`src/rtl/fgpt_pkg.sv`:
```
package fgpt_pkg;

    typedef enum logic [2:0] {
        VK_GET_PWR   = 3'd0,
        VK_SET_PWR   = 3'd1,
        VK_FG_RESET  = 3'd2,
        VK_SET_OTHER = 3'd3,
        VK_GET_OTHER = 3'd4
    } verb_kind_e;

    localparam logic [1:0] PS_D0 = 2'd0;
    localparam logic [1:0] PS_D3 = 2'd3;

    typedef struct packed {
        logic d3;
        logic lowpwr;
        logic psr;
    } widget_state_t;

endpackage

```
`src/rtl/fgpt_gate.sv`:
```
module fgpt_gate
    import fgpt_pkg::*;
#(
    parameter int N_WIDGET = 4,
    parameter int NODE_W   = 8
) (
    input  logic                verb_valid,
    input  logic [NODE_W-1:0]   verb_node,
    input  logic [2:0]          verb_kind,
    input  logic [1:0]          verb_payload,
    input  logic                link_reset,
    input  logic                fg_d3,
    input  logic                pending,
    output logic                accept,
    output logic                ignore,
    output logic                fgr_seen,
    output logic                do_single,
    output logic                do_deep,
    output logic                tgt_group,
    output logic [N_WIDGET-1:0] tgt_widget,
    output logic                k_get_pwr,
    output logic                k_set_pwr,
    output logic                k_set_any,
    output logic                new_d3
);
    localparam logic [NODE_W-1:0] GROUP_NODE = NODE_W'(1);
    localparam logic [NODE_W-1:0] LAST_NODE  = NODE_W'(N_WIDGET + 1);

    logic node_ok, is_grp, kind_ok, pay_ok, is_fgr, d0_ok, d3_ok, live;

    always_comb begin
        live      = verb_valid && !link_reset;
        is_grp    = (verb_node == GROUP_NODE);
        node_ok   = (verb_node >= GROUP_NODE) && (verb_node <= LAST_NODE);
        kind_ok   = (verb_kind <= 3'd4);
        k_get_pwr = (verb_kind == VK_GET_PWR);
        k_set_pwr = (verb_kind == VK_SET_PWR);
        k_set_any = k_set_pwr || (verb_kind == VK_SET_OTHER);
        is_fgr    = (verb_kind == VK_FG_RESET);
        new_d3    = (verb_payload == PS_D3);
        pay_ok    = !k_set_pwr || (verb_payload == PS_D0) || (verb_payload == PS_D3);

        fgr_seen  = live && is_fgr && is_grp;
        do_deep   = fgr_seen && pending;

        d0_ok     = node_ok && kind_ok && pay_ok && (!is_fgr || is_grp);
        d3_ok     = ((k_get_pwr || k_set_pwr) && is_grp && pay_ok) || do_deep;

        accept    = live && (fg_d3 ? d3_ok : d0_ok);
        ignore    = verb_valid && !accept;
        do_single = accept && is_fgr && !pending;
        tgt_group = accept && is_grp;
    end

    for (genvar i = 0; i < N_WIDGET; i++) begin : g_tgt
        assign tgt_widget[i] = accept && (verb_node == NODE_W'(i + 2));
    end

endmodule

```
`src/rtl/fgpt_widget.sv`:
```
module fgpt_widget
    import fgpt_pkg::*;
#(
    parameter bit HAS_EPSS = 1'b1
) (
    input  logic clk,
    input  logic rst_n,
    input  logic sel,
    input  logic k_set_pwr,
    input  logic k_set_any,
    input  logic k_get_pwr,
    input  logic new_d3,
    input  logic deep,
    input  logic link_rst,
    output logic d3,
    output logic lowpwr,
    output logic psr
);
    widget_state_t st_d, st_q;

    always_comb begin
        st_d = st_q;
        if (deep) begin
            st_d.d3     = 1'b0;
            st_d.lowpwr = 1'b0;
            st_d.psr    = HAS_EPSS;
        end else begin
            if (link_rst && !st_q.d3) begin
                st_d.lowpwr = 1'b1;
            end
            if (sel && k_set_pwr) begin
                st_d.d3     = new_d3;
                st_d.lowpwr = 1'b0;
            end
            if (sel && (k_set_any || k_get_pwr)) begin
                st_d.psr = 1'b0;
            end
        end
    end

    always_ff @(posedge clk or negedge rst_n) begin
        if (!rst_n) begin
            st_q <= '{d3: 1'b0, lowpwr: 1'b0, psr: HAS_EPSS};
        end else begin
            st_q <= st_d;
        end
    end

    assign d3     = st_q.d3;
    assign lowpwr = st_q.lowpwr;
    assign psr    = st_q.psr;

endmodule

```
`src/rtl/fgpt_tracker.sv`:
```
module fgpt_tracker
    import fgpt_pkg::*;
#(
    parameter int                  N_WIDGET  = 4,
    parameter int                  NODE_W    = 8,
    parameter logic [N_WIDGET-1:0] EPSS_MASK = 4'b0111,
    parameter logic [N_WIDGET-1:0] CONV_MASK = 4'b0011
) (
    input  logic                clk,
    input  logic                rst_n,
    input  logic                link_reset,
    input  logic                verb_valid,
    input  logic [NODE_W-1:0]   verb_node,
    input  logic [2:0]          verb_kind,
    input  logic [1:0]          verb_payload,
    output logic                verb_accept,
    output logic                verb_ignore,
    output logic                resp_valid,
    output logic [1:0]          resp_data,
    output logic [N_WIDGET-1:0] stream_clr,
    output logic                settings_clr,
    output logic [N_WIDGET-1:0] widget_d3,
    output logic [N_WIDGET-1:0] widget_lowpwr,
    output logic [N_WIDGET-1:0] widget_psr,
    output logic                group_d3,
    output logic                group_psr
);
    localparam logic ANY_EPSS = |EPSS_MASK;

    typedef struct packed {
        logic                fg_d3;
        logic                grp_psr;
        logic                pending;
        logic                resp_v;
        logic [1:0]          resp_d;
        logic [N_WIDGET-1:0] stream_clr;
        logic                settings_clr;
    } top_state_t;

    top_state_t s_d, s_q;

    logic                accept, fgr_seen, do_single, do_deep, tgt_group;
    logic                k_get_pwr, k_set_pwr, k_set_any, new_d3;
    logic [N_WIDGET-1:0] tgt_widget;

    fgpt_gate #(.N_WIDGET(N_WIDGET), .NODE_W(NODE_W)) u_gate (
        .verb_valid   (verb_valid),
        .verb_node    (verb_node),
        .verb_kind    (verb_kind),
        .verb_payload (verb_payload),
        .link_reset   (link_reset),
        .fg_d3        (s_q.fg_d3),
        .pending      (s_q.pending),
        .accept       (accept),
        .ignore       (verb_ignore),
        .fgr_seen     (fgr_seen),
        .do_single    (do_single),
        .do_deep      (do_deep),
        .tgt_group    (tgt_group),
        .tgt_widget   (tgt_widget),
        .k_get_pwr    (k_get_pwr),
        .k_set_pwr    (k_set_pwr),
        .k_set_any    (k_set_any),
        .new_d3       (new_d3)
    );

    for (genvar i = 0; i < N_WIDGET; i++) begin : g_widget
        fgpt_widget #(.HAS_EPSS(EPSS_MASK[i])) u_widget (
            .clk       (clk),
            .rst_n     (rst_n),
            .sel       (tgt_widget[i]),
            .k_set_pwr (k_set_pwr),
            .k_set_any (k_set_any),
            .k_get_pwr (k_get_pwr),
            .new_d3    (new_d3),
            .deep      (do_deep),
            .link_rst  (link_reset),
            .d3        (widget_d3[i]),
            .lowpwr    (widget_lowpwr[i]),
            .psr       (widget_psr[i])
        );
    end

    always_comb begin
        s_d              = s_q;
        s_d.resp_v       = accept;
        s_d.resp_d       = 2'b00;
        s_d.stream_clr   = '0;
        s_d.settings_clr = 1'b0;

        if (link_reset) begin
            s_d.pending = 1'b0;
        end else if (verb_valid) begin
            s_d.pending = fgr_seen && !s_q.pending;
        end

        if (accept && k_get_pwr) begin
            if (tgt_group) begin
                s_d.resp_d = {s_q.grp_psr, s_q.fg_d3};
            end else begin
                for (int i = 0; i < N_WIDGET; i++) begin
                    if (tgt_widget[i]) begin
                        s_d.resp_d = {widget_psr[i], widget_d3[i]};
                    end
                end
            end
        end

        if (tgt_group && k_set_pwr) begin
            s_d.fg_d3 = new_d3;
        end
        if (tgt_group && k_get_pwr) begin
            s_d.grp_psr = 1'b0;
        end

        if (do_single) begin
            s_d.stream_clr = CONV_MASK;
        end
        if (do_deep) begin
            s_d.stream_clr   = CONV_MASK;
            s_d.settings_clr = 1'b1;
            s_d.fg_d3        = 1'b0;
            s_d.grp_psr      = ANY_EPSS;
        end
    end

    always_ff @(posedge clk or negedge rst_n) begin
        if (!rst_n) begin
            s_q <= '{fg_d3: 1'b0, grp_psr: ANY_EPSS, pending: 1'b0, resp_v: 1'b0,
                     resp_d: 2'b00, stream_clr: '0, settings_clr: 1'b0};
        end else begin
            s_q <= s_d;
        end
    end

    assign verb_accept  = accept;
    assign resp_valid   = s_q.resp_v;
    assign resp_data    = s_q.resp_d;
    assign stream_clr   = s_q.stream_clr;
    assign settings_clr = s_q.settings_clr;
    assign group_d3     = s_q.fg_d3;
    assign group_psr    = s_q.grp_psr;

endmodule

```
`config.mk`:
```
export PLATFORM = sky130hd
export DESIGN_NAME = fgpt_tracker
export DESIGN_NICKNAME = d
export VERILOG_FILES = /design/src/rtl/fgpt_pkg.sv /design/src/rtl/fgpt_gate.sv /design/src/rtl/fgpt_widget.sv /design/src/rtl/fgpt_tracker.sv
export SDC_FILE = /design/constraint.sdc
export NUM_CORES = 1
export LEC_CHECK = 0
export BUFFER_PORTS_ARGS = -buffer_cell sky130_fd_sc_hd__buf_2
export CAP_MARGIN = 10
export CORE_MARGIN = 1
export CORE_UTILIZATION = 49
export CTS_CLUSTER_SIZE = 14
export DETAILED_ROUTE_END_ITERATION = 8
export PLACE_DENSITY = 0.89
export SYNTH_ARGS = -nofsm -noshare
export SYNTH_HDL_FRONTEND = slang
export SYNTH_SLANG_ARGS = --single-unit
```
`constraint.sdc`:
```
create_clock -name clk -period 2.2 [get_ports clk]
set_clock_uncertainty 0.15 [all_clocks]
set_input_delay 0.22 -clock clk [delete_from_list [all_inputs] [get_ports clk]]
set_output_delay 0.22 -clock clk [all_outputs]
set_load 0.01 [all_outputs]
```
==> reports/results.txt, run 1 <==
crit path kind - flop to primary output
CP top delay family - simple AND/OR/NAND/NOR gates
EDFF count, synth - 0
Avg WL per Cell - 14.3 um
GP Congestion - 0.863
Synth Area in XOR/XNOR - 0.730%
CP required - 1830 ps
max frequency - 0.492 GHz
Std-Cell Rows - 17
PortBufs - 37
Detail Placement HPWL - 2.03 mm
Mapped Area - 1200 sq um
Layout area overhead - 12.9%
fin. max-slew vios - 0
post-synthesis compound-gate area fraction - 15.2%
clock sinks - 19
Final Hold Vio Count - 0
die height - 51.5 um
PD cells - 449 nW/um^2
# fillers - 194
simple-gate share of the synthesized area - 23.4%
CP max stage delay - 440 ps
CTS tree - built
status - completed
ANT nets after route - 0
fin crit period - 2030 ps
Mean Syn Cell Area - 9.37 sq um
Max FO, Critical Path - 5
drt first pass iters - 4
ANT cells - 0
Data arrival, critical path - 1660 ps
first-pass GRT wire length - 4.17 mm
RSZ-0062 raised after global routing - no
cells along the critical path - a21oi_1, nand4_1, or2_4, o21ai_4, nor2_1, buf_2
Hold/Removal Path Class - input port to flop
TNS Setup - 0 ps
largest net degree at the start of global routing - 20
I/O pins - 41
H-tree depth - 1
Critical Path End Type - primary output
DRC violations left - 0
GRT Residual Overflow - 0
clock latency on the worst-skew pair - 300 ps
via count - 1037
Worst Path Buf+Inv - 1
largest family of logic cells by synthesized area - simple AND/OR/NAND/NOR gates
Die ar. - 2650 sq um
first-iteration detailed-routing DRC count - 17
Final period util - 92.4%
Synth Area in Adders - 0%
Slowest-stage cell, CP - dfrtp_1
post-synthesis register bit count - 19
CTS Buf Count - 3
Reg clk slew, reported paths - 110 ps
Worst setup SP type - flop
worst vdd ir - 324 uV
Max clock buf depth - 2
DP Cell Count - 178
Horiz. Die Dim - 51.5 um
reg2reg setup slack - 340 ps
Hold WS - 12.5 ps
synth warn - 0
cell count after synthesis - 128
initial core utilization - 53.2%
Synth cell types - 40
Setup WS pre-CTS - 283 ps
total wire length - 2.64 mm
antenna violations before repair - 0
multiplexer share of the synthesized area - 6.78%
Layout Cells excl Fill - 185
Via-to-Cell Ratio - 5.61
GRT Total Usage - 21.3%
fin nets - 175
sequential area share after synthesis - 40.0%
# resized after CTS - 0
core box area - 2250 sq um
Leak - 0.660 nW
clock root cell - clkbuf_4
Setup violations, final - 0
slack of the critical path - 166 ps
vias in the first global route - 991
Most used DFF post-synth - dfrtp_1
async set-reset flop share out of synthesis - 100%
share of cells above drive strength 1 - 36.9%
Layout Utilization - 60.1%
max-cap violation count - 0
-- power by group --
group | internal (mW) | total (mW) | switching, mW
clock network | 0.0679 | 0.181 | 0.113
registers | 0.350 | 0.350 | 0.000124
logic | 0.0286 | 0.0786 | 0.0500
-- area by class of cell --
| class | instances | area (sq um) | share of cell area (%) |
|---|---|---|---|
| sequential | 19 | 480 | 35.5 |
| inverter | 10 | 37.5 | 2.77 |
| clock buffer | 3 | 22.5 | 1.66 |
| tap | 28 | 35.0 | 2.59 |
| timing repair buffer | 40 | 210 | 15.5 |
| clock inverter | 1 | 5.00 | 0.369 |
| multi-input combinational | 84 | 564 | 41.6 |
-- sequential cells by signal (all words and copies together) (netlist names) --
name	cells
g_widget.u_widget.d3	4
g_widget.u_widget.lowpwr	4
g_widget.u_widget.psr	3
resp_data	2
group_d3	1
group_psr	1
resp_valid	1
s_q	1
settings_clr	1
stream_clr	1
-- metrics by stage --
step                cell area (sq um)  power [mW]
floorplan                        1210       0.400
global placement                 1300       0.428
detailed placement               1300       0.432
CTS                              1350       0.608
global route                     1360       0.628
finish                           1360       0.609
-- placed cells by master (no fill, tap or decap), types with 4 or more instances in the layout --
| cell type | netlist | final |
|---|---|---|
| a21oi_1 | 6 | 6 |
| a211oi_1 | 4 | 4 |
| buf_2 | 1 | 37 |
| mux2i_1 | 7 | 7 |
| a31oi_1 | 5 | 5 |
| nand2_1 | 13 | 13 |
| dfrtp_1 | 15 | 15 |
| inv_1 | 9 | 9 |
| nor2_1 | 10 | 10 |
| dfstp_2 | 4 | 4 |
-- kinds of logic after synthesis --
logic type | after synthesis
AO/OA/AOI/OAI | 26
XOR/XNOR | 1
buffers and inverters | 27
flip-flops | 19
multiplexers | 8
other | 1
AND/OR/NAND/NOR | 46
-- worst register-to-register path, stage by stage, from the launching register on --
cell	delay, ps
dfrtp_1	440
a21oi_1	140
nand4_1	120
buf_4	170
nor4_4	440
nand2_1	150
mux2i_1	150
-- layer usage --
metal / wire (um) / up-vias / GRT usage (%)
met5: 0 / - / 0
met4: 39 / 0 / 12.6
li1: - / 489 / -
met3: 140 / 4 / 2.38
met1: 1080 / 500 / 24.3
met2: 1380 / 44 / 37.7
-- path summary, 6_finish.rpt --
check                                    startpoint                       end  cells past startpoint
max                                        group_d3               verb_ignore                      6
min                                      link_reset                    s_q[8]                      2
max reg2reg                                group_d3   g_widget[2].u_widget.d3                      6
min reg2reg                g_widget[2].u_widget.psr  g_widget[2].u_widget.psr                      2
max in group asynchronous                     rst_n                 group_psr                      2
min in group asynchronous                     rst_n             stream_clr[0]                      2
-- what timing repair did --
action                                 4_1_cts  5_1_grt
setup endpoints to repair                    2        2
buffers inserted                             1        1
cloned                                       0        0
hold buffers                                 1        0
pin swaps                                    1        1
endpoints found under the hold margin       15        0
-- Yosys cell counts (2+ instances only) --
library cell	count	area share, %
buf_4	16	10
dfrtp_1	15	31
nand2_1	13	4.1
nor2_1	10	3.1
inv_1	9	2.8
mux2i_1	7	5.8
a21oi_1	6	2.5
a31oi_1	5	2.6
a211oi_1	4	2.5
dfstp_2	4	8.8
and3_1	3	1.6
o21ai_0	3	1.3
nand3_1	2	0.83
nand4_1	2	1.0
nor2b_1	2	1.0
nor3_1	2	0.83
nor4_4	2	3.5
(Power assumes the default switching activity.)
==> run 2: changes to the inputs <==
MAX_ROUTING_LAYER = met4   (was default)
==> reports/results.txt, run 2 (same netlist as run 1, synthesis figures left out) <==
core box area - 2250 sq um
GRT Residual Overflow - 0
Final period util - 93.4%
vias in the first global route - 990
Hold Path Depth - 2
RSZ-0062 raised after global routing - no
share of cells above drive strength 1 - 36.9%
Max FO, Critical Path - 5
crit path kind - flop to primary output
met3 Track Usage GR - 2.08%
Power, Total - 0.609 mW
combinational power share - 12.9%
CTS Buf Count - 3
ANT cells - 0
PD cells - 449 nW/um^2
Die ar. - 2650 sq um
hold_sp - link_reset
Seq. cell area - 480 sq um
Worst setup SP type - flop
Seq pwr share - 57.5%
fin crit period - 2050 ps
CP required - 1830 ps
via count - 1045
status - completed
antenna violations before repair - 0
CTS tree - built
GRT Total Usage - 21.9%
Multi-input gate area - 564 sq um
Critical Path End Type - primary output
clock sinks - 19
# fillers - 194
TNS Setup - 0 ps
Via-to-Cell Ratio - 5.65
Setup violations, final - 0
die height - 51.5 um
crit path launch - group_d3
total wire length - 2.65 mm
max frequency - 0.487 GHz
GP Congestion - 0.877
PortBufs - 37
switching power - 0.163 mW
clock root cell - clkbuf_4
clock latency on the worst-skew pair - 300 ps
met2 Usage GRT - 37.7%
FF-to-FF Start - group_d3
most common cell after layout, fill and taps aside - buf_2
I/O pins - 41
Horiz. Die Dim - 51.5 um
first-iteration detailed-routing DRC count - 17
fin nets - 175
Reg clk slew, reported paths - 110 ps
DRC violations left - 0
Pint - 0.446 mW
reg2reg setup slack - 310 ps
max-cap violation count - 0
Avg WL per Cell - 14.3 um
drt first pass iters - 4
Leak - 0.660 nW
largest net degree at the start of global routing - 20
commonest non-fill, non-tap cells in the layout - buf_2 (37), dfrtp_1 (15), nand2_1 (13)
Detail Placement HPWL - 2.03 mm
Max clock buf depth - 2
H-tree depth - 1
design area - 1360 sq um
Data arrival, critical path - 1680 ps
initial core utilization - 53.2%
Post-DP Area - 1300 sq um
Final Hold Vio Count - 0
worst vdd ir - 322 uV
Std-Cell Rows - 17
Layout area overhead - 12.9%
ANT nets after route - 0
FF-to-FF End - g_widget[2].u_widget.d3
GR peak layer - met2
# resized after CTS - 0
Sw Ratio - 26.7%
met1 global-route usage - 24.4%
first-pass GRT wire length - 4.17 mm
Hold/Removal Path Class - input port to flop
Worst Hold End - s_q[8]
fin. max-slew vios - 0
worst-case reg-to-reg path depth - 6
Clock power frac - 29.6%
[run 2: cell counts in the layout (fill, tap and decap cells not counted)]
Identical to the previous run, type by type.
[run 2: repair_timing]
item,in CTS,in global routing
setup buffers,1,1
endpoints found under the hold margin,15,0
hold buffers,1,0
setup endpoints to repair,2,2
pin swaps,1,1
[run 2: layout make-up]
| cell class | count | area share [%] |
|---|---|---|
| clock buffers | 3 | 1.66 |
| clock inverters | 1 | 0.369 |
| inverters | 10 | 2.77 |
| multi-input cells | 84 | 41.6 |
| flip-flops and latches | 19 | 35.5 |
| well taps | 28 | 2.59 |
| repair buffers | 40 | 15.5 |
[run 2: worst max path at each step]
stage,end,cells after the start,slack (ps)
final,verb_ignore,6,150
after global routing,verb_ignore,6,70
after CTS,verb_ignore,6,50
after floorplan,verb_ignore,5,480
after global placement,verb_ignore,7,350
after detailed placement,verb_ignore,7,280
[run 2: critical path: stages (launching register included)]
cell     delay, ps
dfrtp_1        450
a21oi_1        150
nand4_1        130
or2_4          300
o21ai_4        180
nor2_1          50
buf_2          130
[run 2: per-layer routing]
metal | part of all wire (%) | up-vias
li1 | - | 488
met1 | 41 | 500
met2 | 52 | 51
met3 | 5.1 | 6
met4 | 1.5 | 0
met5 | 0 | -
[run 2: power by group through the flow]
stage,clock network [mW],logic (mW),registers (mW)
finish,0.180,0.0788,0.350
global placement,0,0.0716,0.356
global route,0.191,0.0868,0.350
detailed placement,0,0.0754,0.356
CTS,0.181,0.0772,0.350
floorplan,0,0.0434,0.356
[run 2: through the flow]
stage                     hold WS [ps]  util [%]  std cells  setup WS (ps)
after global routing              18.3      60.1        185           68.6
final                             16.8      60.1        185            146
after detailed placement          27.5      57.8        178            283
after CTS                         10.4      59.8        184           49.8
after floorplan                   -226         -        130            485
after global placement            12.7      57.8        178            349
==> run 3: changes to the inputs <==
CORE_ASPECT_RATIO = 0.7   (was default)
==> reports/results.txt, run 3 (same netlist as run 1, synthesis figures left out) <==
status - completed
most common cell after layout, fill and taps aside - buf_2
total wire length - 2.65 mm
Slowest-stage cell, CP - dfrtp_2
FF-to-FF Start - group_d3
Setup WS pre-CTS - 276 ps
largest net degree at the start of global routing - 20
ANT cells - 0
CP required - 1830 ps
clock root cell - clkbuf_4
reg2reg setup slack - 250 ps
GRT Residual Overflow - 0
H-tree depth - 1
worst-case reg-to-reg path depth - 6
Seq. cell area - 482 sq um
Max clock buf depth - 2
initial core utilization - 53.9%
Layout area overhead - 13.5%
crit path kind - flop to primary output
Leak - 0.658 nW
Critical Path End Type - primary output
GRT Total Usage - 24.4%
PD cells - 444 nW/um^2
commonest non-fill, non-tap cells in the layout - buf_2 (37), dfrtp_1 (14), nand2_1 (13)
Std-Cell Rows - 14
Multi-input gate area - 564 sq um
Hold Path Depth - 2
drt first pass iters - 4
Max FO, Critical Path - 5
first-pass GRT wire length - 4.53 mm
core box area - 2220 sq um
max-cap violation count - 0
RSZ-0062 raised after global routing - no
Worst Hold End - s_q[8]
die height - 43.4 um
Hold/Removal Path Class - input port to flop
Setup violations, final - 0
first-iteration detailed-routing DRC count - 42
CP max stage delay - 460 ps
Via-to-Cell Ratio - 5.48
fin crit period - 2110 ps
fin nets - 175
PortBufs - 37
Reg clk slew, reported paths - 110 ps
met3 Track Usage GR - 6.57%
Worst setup SP type - flop
worst vdd ir - 271 uV
vias in the first global route - 1014
Post-DP Area - 1310 sq um
Avg WL per Cell - 14.0 um
Final period util - 96.1%
clock sinks - 19
slack of the critical path - 85.9 ps
fin. max-slew vios - 0
share of cells above drive strength 1 - 37.6%
antenna violations before repair - 0
CTS tree - built
Data arrival, critical path - 1740 ps
design area - 1360 sq um
TNS Setup - 0 ps
CTS Buf Count - 3
Final Hold Vio Count - 0
ANT nets after route - 0
Worst Path Buf+Inv - 1
met1 global-route usage - 30.2%
clock latency on the worst-skew pair - 300 ps
GP Congestion - 0.881
# fillers - 200
FF-to-FF End - g_widget[3].u_widget.d3
CP top delay family - simple AND/OR/NAND/NOR gates
Die ar. - 2650 sq um
GR peak layer - met2
via count - 1036
Horiz. Die Dim - 61.1 um
Detail Placement HPWL - 2.10 mm
DRC violations left - 0
met2 Usage GRT - 39.6%
max frequency - 0.473 GHz
I/O pins - 41
hold_sp - link_reset
cells along the critical path - a21oi_1, nand4_1, or2_4, o21ai_4, nor2_1, buf_2
[run 3: cell counts in the layout (fill, tap and decap cells not counted)]
No cell type changed its count.
[run 3: power by group]
| group | switching, mW | leakage [nW] | internal [mW] |
|---|---|---|---|
| sequential | 0.000129 | 0.228 | 0.350 |
| combinational | 0.0506 | 0.412 | 0.0286 |
| clock | 0.108 | 0.0177 | 0.0678 |
[run 3: worst max-delay path by stage]
stage	start	to	slack, ps	depth (start not counted)
floorplan	group_d3	verb_ignore	480	5
global placement	verb_node[5]	verb_ignore	330	7
detailed placement	group_d3	verb_ignore	280	6
CTS	group_d3	verb_ignore	4	6
global route	group_d3	verb_ignore	20	6
finish	group_d3	verb_ignore	90	6
[run 3: cell type report]
type                    instances  area share (%)
multi-input cells              84            41.5
flip-flops and latches         19            35.4
repair buffers                 40            15.4
well taps                      32            2.94
inverters                      10            2.76
clock buffers                   3            1.65
clock inverters                 1           0.368
[run 3: stage by stage]
stage               hold slack [ps]  utilization (%)  instances  power (mW)
CTS                            7.16             60.8        188       0.609
global placement               15.5             58.8        182       0.429
floorplan                      -226                -        130       0.400
global route                   7.67             61.2        189       0.641
finish                         12.2             61.2        189       0.605
detailed placement             26.0             58.8        182       0.432
[run 3: repair_timing]
action	4_1_cts	5_1_grt
cloned	0	0
pin swaps	1	1
hold buffers	1	0
setup endpoints to repair	2	2
gates resized for setup	0	1
endpoints found under the hold margin	15	0
setup buffers	1	1
[run 3: layer usage]
layer / part of all wire [%] / vias up
met4: 0.30 / 0
met1: 44 / 497
met2: 49 / 49
li1: - / 488
met3: 7.7 / 2
met5: 0 / -
